===== src/rtl/fbc_pkg.sv =====
package fbc_pkg;

  typedef enum logic [2:0] {
    S_IDLE,
    S_SETUP,
    S_STRB,
    S_REL,
    S_ACK
  } fbc_state_t;

  typedef enum logic [1:0] {
    K_ADDR,
    K_WR,
    K_RD
  } cyc_kind_t;

  // minimum strobe width with zero treated as one
  function automatic int unsigned eff_min(int unsigned m);
    return (m == 0) ? 1 : m;
  endfunction

  // true once cnt+1 low cycles satisfy the minimum
  function automatic logic min_met(int unsigned cnt, int unsigned m);
    return (cnt + 1) >= eff_min(m);
  endfunction

endpackage


===== src/rtl/fbc_sync.sv =====
module fbc_sync #(
  parameter int W = 1,
  parameter logic [W-1:0] RST_VAL = '0
) (
  input  logic         clk,
  input  logic         rst_n,
  input  logic [W-1:0] d,
  output logic [W-1:0] q
);
  logic [W-1:0] s1;

  always_ff @(posedge clk or negedge rst_n) begin
    if (!rst_n) begin
      s1 <= RST_VAL;
      q  <= RST_VAL;
    end else begin
      s1 <= d;
      q  <= s1;
    end
  end
endmodule


===== src/rtl/fbc_seq.sv =====
module fbc_seq
  import fbc_pkg::*;
#(
  parameter int CNT_W = 4
) (
  input  logic             clk,
  input  logic             rst_n,
  input  logic             abort,
  input  logic             start,
  input  cyc_kind_t        start_kind,
  input  logic [7:0]       start_data,
  input  logic [CNT_W-1:0] min_cyc,
  input  logic             wait_ok,
  input  logic [7:0]       bus_in,
  output logic             astb_act,
  output logic             dstb_act,
  output logic             wr_act,
  output logic             drv_act,
  output logic [7:0]       bus_out,
  output logic [7:0]       rdata,
  output logic             ready,
  output logic             release_evt
);
  fbc_state_t       state;
  cyc_kind_t        kind;
  logic [CNT_W-1:0] cnt;
  logic [CNT_W-1:0] lat_min;
  logic             in_cyc;
  logic             width_ok;

  assign width_ok    = min_met(32'(cnt), 32'(lat_min));
  assign release_evt = (state == S_STRB) && width_ok && wait_ok;
  assign in_cyc      = (state == S_SETUP) || (state == S_STRB) || (state == S_REL);
  assign astb_act    = (state == S_STRB) && (kind == K_ADDR);
  assign dstb_act    = (state == S_STRB) && (kind != K_ADDR);
  assign wr_act      = in_cyc && (kind == K_WR);
  assign drv_act     = in_cyc && (kind != K_RD);
  assign ready       = (state == S_ACK);

  always_ff @(posedge clk or negedge rst_n) begin
    if (!rst_n) begin
      state   <= S_IDLE;
      kind    <= K_ADDR;
      cnt     <= '0;
      lat_min <= '0;
      bus_out <= '0;
      rdata   <= '0;
    end else if (abort) begin
      state <= S_IDLE;
    end else begin
      unique case (state)
        S_IDLE: if (start) begin
          kind    <= start_kind;
          bus_out <= start_data;
          lat_min <= min_cyc;
          state   <= S_SETUP;
        end
        S_SETUP: begin
          cnt   <= '0;
          state <= S_STRB;
        end
        S_STRB: begin
          if (!width_ok) begin
            cnt <= cnt + 1'b1;
          end else if (wait_ok) begin
            if (kind == K_RD) rdata <= bus_in;
            state <= S_REL;
          end
        end
        S_REL:   state <= S_ACK;
        S_ACK:   state <= S_IDLE;
        default: state <= S_IDLE;
      endcase
    end
  end


  ack_single_chk: assert property (@(posedge clk) disable iff (!rst_n)
    ready |=> !ready);
endmodule


===== src/rtl/fastbus_gen.sv =====
module fastbus_gen
  import fbc_pkg::*;
#(
  parameter int              ADDR_W    = 16,
  parameter logic [ADDR_W-1:0] BASE_ADDR = 16'h03F8,
  parameter int              CNT_W     = 4
) (
  input  logic              clk,
  input  logic              rst_n,
  input  logic              fast_en,
  input  logic              host_req,
  input  logic              host_wr,
  input  logic [ADDR_W-1:0] host_addr,
  input  logic [7:0]        host_wdata,
  output logic [7:0]        host_rdata,
  output logic              host_ready,
  input  logic [CNT_W-1:0]  min_low_cyc,
  input  logic              std_a_n,
  input  logic              std_d_n,
  input  logic              std_w_n,
  input  logic [7:0]        std_data,
  input  logic              std_data_oe,
  output logic              addr_strb_n,
  output logic              data_strb_n,
  output logic              write_n,
  output logic [7:0]        pd_o,
  output logic              pd_oe,
  input  logic [7:0]        pd_i,
  input  logic              wait_n,
  input  logic              irq_i,
  output logic              irq_o
);
  localparam int RUN_W = CNT_W + 2;

  // offset of the host address from the port base (wraps below base)
  function automatic logic [ADDR_W-1:0] port_off(logic [ADDR_W-1:0] a);
    return a - BASE_ADDR;
  endfunction

  logic [ADDR_W-1:0] off;
  logic              is_ext;
  logic              accept;
  cyc_kind_t         req_kind;
  logic [1:0]        sync_q;
  logic              wait_ok;
  logic              irq_s;
  logic              astb_act, dstb_act, wr_act, drv_act, release_evt;
  logic [7:0]        bus_out;
  logic              strb_act;

  assign off      = port_off(host_addr);
  assign is_ext   = (off >= ADDR_W'(3)) && (off <= ADDR_W'(7));
  assign accept   = fast_en && host_req && is_ext && !((off == ADDR_W'(3)) && !host_wr);
  assign req_kind = (off == ADDR_W'(3)) ? K_ADDR : (host_wr ? K_WR : K_RD);

  fbc_sync #(.W(2), .RST_VAL(2'b01)) u_sync (
    .clk   (clk),
    .rst_n (rst_n),
    .d     ({irq_i, wait_n}),
    .q     (sync_q)
  );
  assign wait_ok = sync_q[0];
  assign irq_s   = sync_q[1];

  fbc_seq #(.CNT_W(CNT_W)) u_seq (
    .clk         (clk),
    .rst_n       (rst_n),
    .abort       (!fast_en),
    .start       (accept),
    .start_kind  (req_kind),
    .start_data  (host_wdata),
    .min_cyc     (min_low_cyc),
    .wait_ok     (wait_ok),
    .bus_in      (pd_i),
    .astb_act    (astb_act),
    .dstb_act    (dstb_act),
    .wr_act      (wr_act),
    .drv_act     (drv_act),
    .bus_out     (bus_out),
    .rdata       (host_rdata),
    .ready       (host_ready),
    .release_evt (release_evt)
  );

  assign strb_act    = astb_act || dstb_act;
  assign addr_strb_n = fast_en ? !astb_act : std_a_n;
  assign data_strb_n = fast_en ? !dstb_act : std_d_n;
  assign write_n     = fast_en ? !wr_act   : std_w_n;
  assign pd_oe       = fast_en ? drv_act   : std_data_oe;
  assign pd_o        = fast_en ? bus_out   : std_data;
  assign irq_o       = fast_en && irq_s;

  // independent strobe-run counter for the width check
  logic [RUN_W-1:0] low_run;
  always_ff @(posedge clk or negedge rst_n) begin
    if (!rst_n) low_run <= '0;
    else if (!strb_act) low_run <= '0;
    else if (low_run != {RUN_W{1'b1}}) low_run <= low_run + 1'b1;
  end


  strb_excl_chk: assert property (@(posedge clk) disable iff (!rst_n)
    fast_en |-> (addr_strb_n || data_strb_n));


  addr_wr_high_chk: assert property (@(posedge clk) disable iff (!rst_n)
    (fast_en && !addr_strb_n) |-> (write_n && pd_oe));


  rd_release_chk: assert property (@(posedge clk) disable iff (!rst_n)
    (fast_en && !data_strb_n && write_n) |-> !pd_oe);


  min_width_chk: assert property (@(posedge clk) disable iff (!rst_n)
    ($fell(strb_act) && $past(fast_en)) |->
      (32'(low_run) >= eff_min(32'(min_low_cyc))));


  wait_hold_chk: assert property (@(posedge clk) disable iff (!rst_n)
    ($fell(strb_act) && $past(fast_en)) |-> $past(wait_ok));


  ready_after_rel_chk: assert property (@(posedge clk) disable iff (!rst_n)
    host_ready |-> (!$past(strb_act) && $past(strb_act, 2)));


  disable_quiet_chk: assert property (@(posedge clk) disable iff (!rst_n)
    !fast_en |=> !host_ready);
endmodule


===== config.mk =====
export PLATFORM = sky130hd
export DESIGN_NAME = fastbus_gen
export DESIGN_NICKNAME = d
export VERILOG_FILES = /design/src/rtl/fbc_pkg.sv /design/src/rtl/fbc_sync.sv /design/src/rtl/fbc_seq.sv /design/src/rtl/fastbus_gen.sv
export SDC_FILE = /design/constraint.sdc
export NUM_CORES = 1
export LEC_CHECK = 0
export ABC_AREA = 0
export BUFFER_PORTS_ARGS = -buffer_cell sky130_fd_sc_hd__buf_2
export CAP_MARGIN = 20
export CELL_PAD_IN_SITES_DETAIL_PLACEMENT = 0
export CELL_PAD_IN_SITES_GLOBAL_PLACEMENT = 1
export CORE_ASPECT_RATIO = 1.1
export CORE_MARGIN = 3
export CORE_UTILIZATION = 32
export CTS_CLUSTER_SIZE = 8
export DETAILED_ROUTE_END_ITERATION = 7
export GPL_ROUTABILITY_DRIVEN = 0
export PLACE_DENSITY = 0.82
export SLEW_MARGIN = 20
export SYNTH_ARGS = -nofsm -noshare
export SYNTH_HDL_FRONTEND = slang
export SYNTH_SLANG_ARGS = --single-unit

===== constraint.sdc =====
create_clock -name clk -period 2.15 [get_ports clk]
set_input_delay 0.3225 -clock clk [delete_from_list [all_inputs] [get_ports clk]]
set_output_delay 0.3225 -clock clk [all_outputs]
set_load 0.01 [all_outputs]

-- Word level (Yosys, flattened, before mapping)
Index checks and enable logic that the tools add are counted.
- flip-flop bits (word level): 33
- output and inout bits: 22
- logic and storage cells: 67
- add/subtract/negate cells: 3
- order comparisons: 3
- equality and inequality tests: 12
- multiplexer cells: 15
- reductions and logical operators: 26
- operators with widths (operator ; count):
    $ge 32x32->1 ; 1
    $eq 16x2->1 const B ; 1
    $ge 16x2->1 const B ; 1
    $le 16x3->1 const B ; 1
    $sub 16x10->16 const B ; 1
    $mux 3 ; 4
    $pmux 3 s4 ; 1
    $logic_and 1x1->1 ; 10
    $reduce_and 3->1 ; 3
    $mux 4 ; 2
    $mux 8 ; 1
    $pmux 4 s2 ; 1
    $eq 3x2->1 const B ; 2
    $ne 3x3->1 const B ; 2
    $add 4x1->5 const B ; 1
    $logic_not 1->1 ; 5
    $reduce_and 5->1 ; 1
    $add 4x1->4 const B ; 1
    $logic_not 4->1 ; 1
    $mux 1 ; 4
    $mux 2 ; 2
    $ne 2x2->1 const B ; 2
    $reduce_bool 2->1 ; 2
    $eq 3x1->1 const B ; 1
    other kinds (7) ; 8

-- Depth between registers and ports, before layout
- word-level depth: 8
- gate-level depth with buffers: 8
- gate-level depth less buffers: 8

-- Hierarchy
From an unflattened synthesis, not the netlist that was laid out.
- cells, all modules: 156
- area total of the unflattened synthesis: 1825.5 um2
- modules (own cells, without submodules) (module ; instances ; cells an instance ; area an instance (um2) ; seq. area each (um2)):
    fbc_seq ; 1 ; 106 ; 1386.3 ; 725.7
    fastbus_gen ; 1 ; 46 ; 336.6 ; 0.0
    fbc_sync ; 1 ; 4 ; 102.6 ; 102.6

-- Worst setup path after synthesis
OpenSTA, ideal clock, no wires.
- kind: register to register
- start: register u_seq.lat_min[2]
- end: register u_seq.rdata[0]
- library setup time: 0.125 ns
- arrival time: 1.918 ns
- required time: 2.025 ns
- path slack: 0.108 ns
- stages on the path, launching flop included: 9
- path buffers: 0
- clock period less this slack: 2.042 ns
- cells stage by stage: dfrtp_1 inv_1 a31o_2 ha_1 nand2b_1 a211oi_1 o21ai_1 nand3_2 mux2_2
- word-level cells in the longest chain between the ends: 4
- RTL lines (element ; line ; text):
    from (decl) ; fbc_seq.sv:27 ; logic [CNT_W-1:0] lat_min;
    from (signal assigned) ; fbc_seq.sv:55 ; lat_min <= min_cyc;
    $logic_not 4->1 ; fbc_pkg.sv:19 ; return (m == 0) ? 1 : m;
    $mux 4 (*) ; fbc_pkg.sv:19 ;
    $ge 32x32->1 (*) ; fbc_pkg.sv:24 ; return (cnt + 1) >= eff_min(m);
    $reduce_and 5->1 (no line) (*) ; - ;
    to (signal assigned) ; fbc_seq.sv:66 ; if (kind == K_RD) rdata <= bus_in;
    to (decl) ; fbc_seq.sv:20 ; output logic [7:0] rdata,
Every way passes the cells marked *; elsewhere a longest branch is shown, timed or not.
A chain may end at the register's enable or synchronous reset.

-- Final worst setup path
- start: register u_seq.cnt[1]
- end: register u_seq.rdata[2]
- word-level cells in the longest chain between the ends: 3
- RTL lines (element ; line ; text):
    from (decl) ; fbc_seq.sv:26 ; logic [CNT_W-1:0] cnt;
    from (signal assigned) ; fbc_seq.sv:64 ; cnt <= cnt + 1'b1;
    $add 4x1->5 ; fbc_pkg.sv:24 ;
    $ge 32x32->1 ; fbc_pkg.sv:24 ;
    $reduce_and 5->1 (no line) ; - ;
No other way between the ends.

==> key figures <==
Cells and area
  • Layout Nets: 286
  • Register area: 828.3 um^2
  • Share of cells above drive strength 1: 59.73%
  • # fillers: 519
  • Area of the multi-input gates: 895.9 um^2
  • Final instance area: 2357 um^2
  • N_diodes: 0
  • Area grow syn2layout: 35.05%

Yosys
  • FFs w/ async S/R, synth: 100.0%
  • Synth cell types: 45
  • Synth warnings: 0
  • Syn Inst Count: 140
  • #FFs+latches synth: 33
  • Post-Synthesis Net Count: 201
  • Post-Syn Area: 1745 um^2
  • Seq/Total Area, Yosys: 47.46%
  • Avg Inst Size Synth: 12.47 um^2
  • Main flop type after synthesis: dfrtp_1
  • Post-synth EDFFs: 0

Detailed routing
  • # DRC: 0
  • DRT Pass-1 Iters: 3
  • Initial drt markers: 20
  • DR vias: 1377
  • Post-route ant nets: 0
  • Via/cell ratio: 4.621
  • Detailed Route WL: 3798 um
  • Wire length per cell: 12.74 um

Placement
  • Placed Area: 2250 um^2
  • Placed wire-length estimate: 3017 um
  • PortBufs: 76

Die
  • Ports: 77
  • Die Wd: 76.42 um
  • Die area: 6378 um^2
  • Initial Util: 33.99%
  • Row count: 27
  • Die Span Y: 83.46 um
  • Core Region: 5135 um^2

Setup path
  • CP Class: reg2reg
  • CP Data Arrival Time: 2.23 ns
  • Critical Path RT: 2.33 ns
  • Reg2reg setup slack: 0.09 ns
  • Crit path capture type: flip-flop
  • Crit Path Max Fanout: 8
  • Startpoint types: flip-flop

Power
  • Psw: 0.3541 mW
  • P_leak: 1.220 nW
  • Internal power: 0.9690 mW
  • Peak supply drop: 0.3933 mV
  • Clock share of power: 34.8%
  • Comb pwr share: 16.0%
  • Switching share of total power: 26.76%
  • Sequential power share: 49.1%
  • Power Density: 561.3 nW/um^2

Clock network
  • # clock sinks: 33
  • CTS tree: built
  • Clk pin slew, worst setup/hold paths: 0.07 ns
  • CTS HTree Levels: 2
  • Root Driver: clkbuf_8
  • Clock buffer depth: 2
  • Num CTS Buffers: 5
  • Worst-Skew Late Latency: 0.29 ns

Timing
  • Clk_skew: 0.004376 ns
  • Slew of the pin with the lowest slew margin: 0.7033 ns
  • Highest Clock Rate: 486.0 MHz
  • Post-Route Setup TNS: 0 ns
  • Max_slew headroom: 53.11%
  • Final number of hold-violating endpoints: 0
  • Final setup violation count: 0
  • Post-route minimum period: 2.058 ns
  • Fin. max-slew vios: 0
  • Period utilization: 95.71%

Flow run
  • Max-cap violations: 0

GRT
  • Vias in the first global route: 1460
  • Initial antenna violation count: 0
  • First-pass GRT wire length: 6693 um
  • Global Route Usage Sum: 13.04%
  • Gr ovfl total: 0
  • Largest net degree at the start of global routing: 34

Worst hold path
  • Hold Path Class: in2async

Outcome
  • Status: completed
[worst paths after layout]
| path | depth (start not counted) | endpoint | from |
|---|---|---|---|
| min in group clk | 1 | u_sync.s1[0] | wait_n |
| max in group asynchronous | 1 | u_seq.lat_min[2] | rst_n |
| worst min-delay path | 1 | u_seq.cnt[2] | rst_n |
| worst max-delay path | 7 | u_seq.rdata[2] | u_seq.cnt[1] |
| worst max register to register | 7 | u_seq.rdata[2] | u_seq.cnt[1] |
| worst min register to register | 0 | u_sync.q[0] | u_sync.s1[0] |
[layout by cell type (no fill, tap or decap), drive strengths merged, types with 3 or more instances in the layout]
| cell type | count |
|---|---|
| buf | 82 |
| clkbuf | 5 |
| dfrtp | 31 |
| ha | 6 |
| inv | 5 |
| mux2 | 32 |
| nand2b | 3 |
| nand3 | 4 |
| nor2 | 9 |
| nor3 | 3 |
| nor4b | 3 |
| o21ai | 4 |
[per-stage QoR]
step,power [mW],util [%],hold slack (ns),worst slack [ns],cells
2_1_floorplan,0.7584,-,0.02691,0.1078,140
3_3_place_gp,0.8567,43.81,0.3335,0.01918,290
3_5_place_dp,0.8606,43.81,0.3464,-0.03926,290
4_1_cts,1.327,45.59,0.1038,0.006406,298
5_1_grt,1.400,45.91,0.1255,-0.02134,298
6_report,1.323,45.91,0.07780,0.09226,298
[area by class of cell]
| class | instances | share of cell area (%) |
|---|---|---|
| inverter | 5 | 0.7962 |
| clock buffer | 5 | 2.919 |
| clock inverter | 3 | 0.7431 |
| tap | 72 | 3.822 |
| timing repair buffer | 82 | 18.58 |
| multi-input combinational | 98 | 38.00 |
| sequential | 33 | 35.14 |
[routing by layer]
metal  wire [um]  part of all wire, %  global-route usage, %
met1        1592                   42                  15.53
met2        1924                   51                  22.14
met3         216                  5.7                  3.780
met4          65                  1.7                  4.942
met5           0                    0                      0
[power groups by stage]
stage	registers, mW	logic [mW]	clock network [mW]
final	0.650	0.212	0.461
after global routing	0.652	0.241	0.507
after CTS	0.650	0.205	0.472
after detailed placement	0.661	0.199	0
after global placement	0.661	0.196	0
after floorplan	0.660	0.0986	0
[registers in the layout, indices dropped and copies added (netlist names)]
signal         cells
u_seq.rdata        8
u_seq.cnt          4
u_seq.bus_out      8
u_sync.s1          2
u_seq.kind         2
u_sync.q           2
u_seq.lat_min      4
u_seq.state        3
[worst max-delay path: stages, from the launching register on]
cell,delay [ns]
dfrtp_1,0.40
ha_1,0.22
xor2_1,0.15
ha_1,0.30
o21ai_1,0.22
o21ai_2,0.14
nand3_4,0.17
mux2_2,0.35
[cells in the mapped netlist, types with 2 or more instances]
cell | count | area share (%)
a21oi_1 | 2 | 0.57
a22o_1 | 2 | 1.0
a31oi_1 | 2 | 0.72
and2_1 | 2 | 0.72
clkbuf_1 | 2 | 0.43
dfrtp_1 | 31 | 44
dfstp_2 | 2 | 3.0
ha_1 | 6 | 4.3
inv_1 | 5 | 1.1
mux2_2 | 23 | 15
mux2_4 | 9 | 7.7
nand2_1 | 2 | 0.43
nand2b_1 | 3 | 1.1
nand3_1 | 3 | 0.86
nand4_1 | 2 | 0.72
nor2_1 | 8 | 1.7
nor2b_1 | 2 | 0.72
nor3_1 | 2 | 0.57
nor4b_2 | 2 | 1.7
o21ai_0 | 3 | 0.86
o31ai_1 | 2 | 0.86
xnor2_1 | 2 | 1.0
[cells by family (layout without fill, tap and decap cells)]
group	count (synthesis)	after routing	synth area share, %
buffers and inverters	9	95	2.437
AOI/OAI and AO/OA	19	19	7.885
xor gates and xnor gates	3	3	1.506
DFF	33	33	47.45
muxes	32	32	22.58
and+or+nand+nor	38	38	13.84
adders and majority gates	6	6	4.301
[repair_timing]
action                                  4_1_cts  5_1_grt
hold buffers                                  0        0
pin swaps                                     2        1
resized for setup                             1        4
setup buffers                                 0        0
endpoints found under the setup margin        8       12
hold endpoints to repair                      0        0
Note: power is estimated with default switching activity, not from simulation.
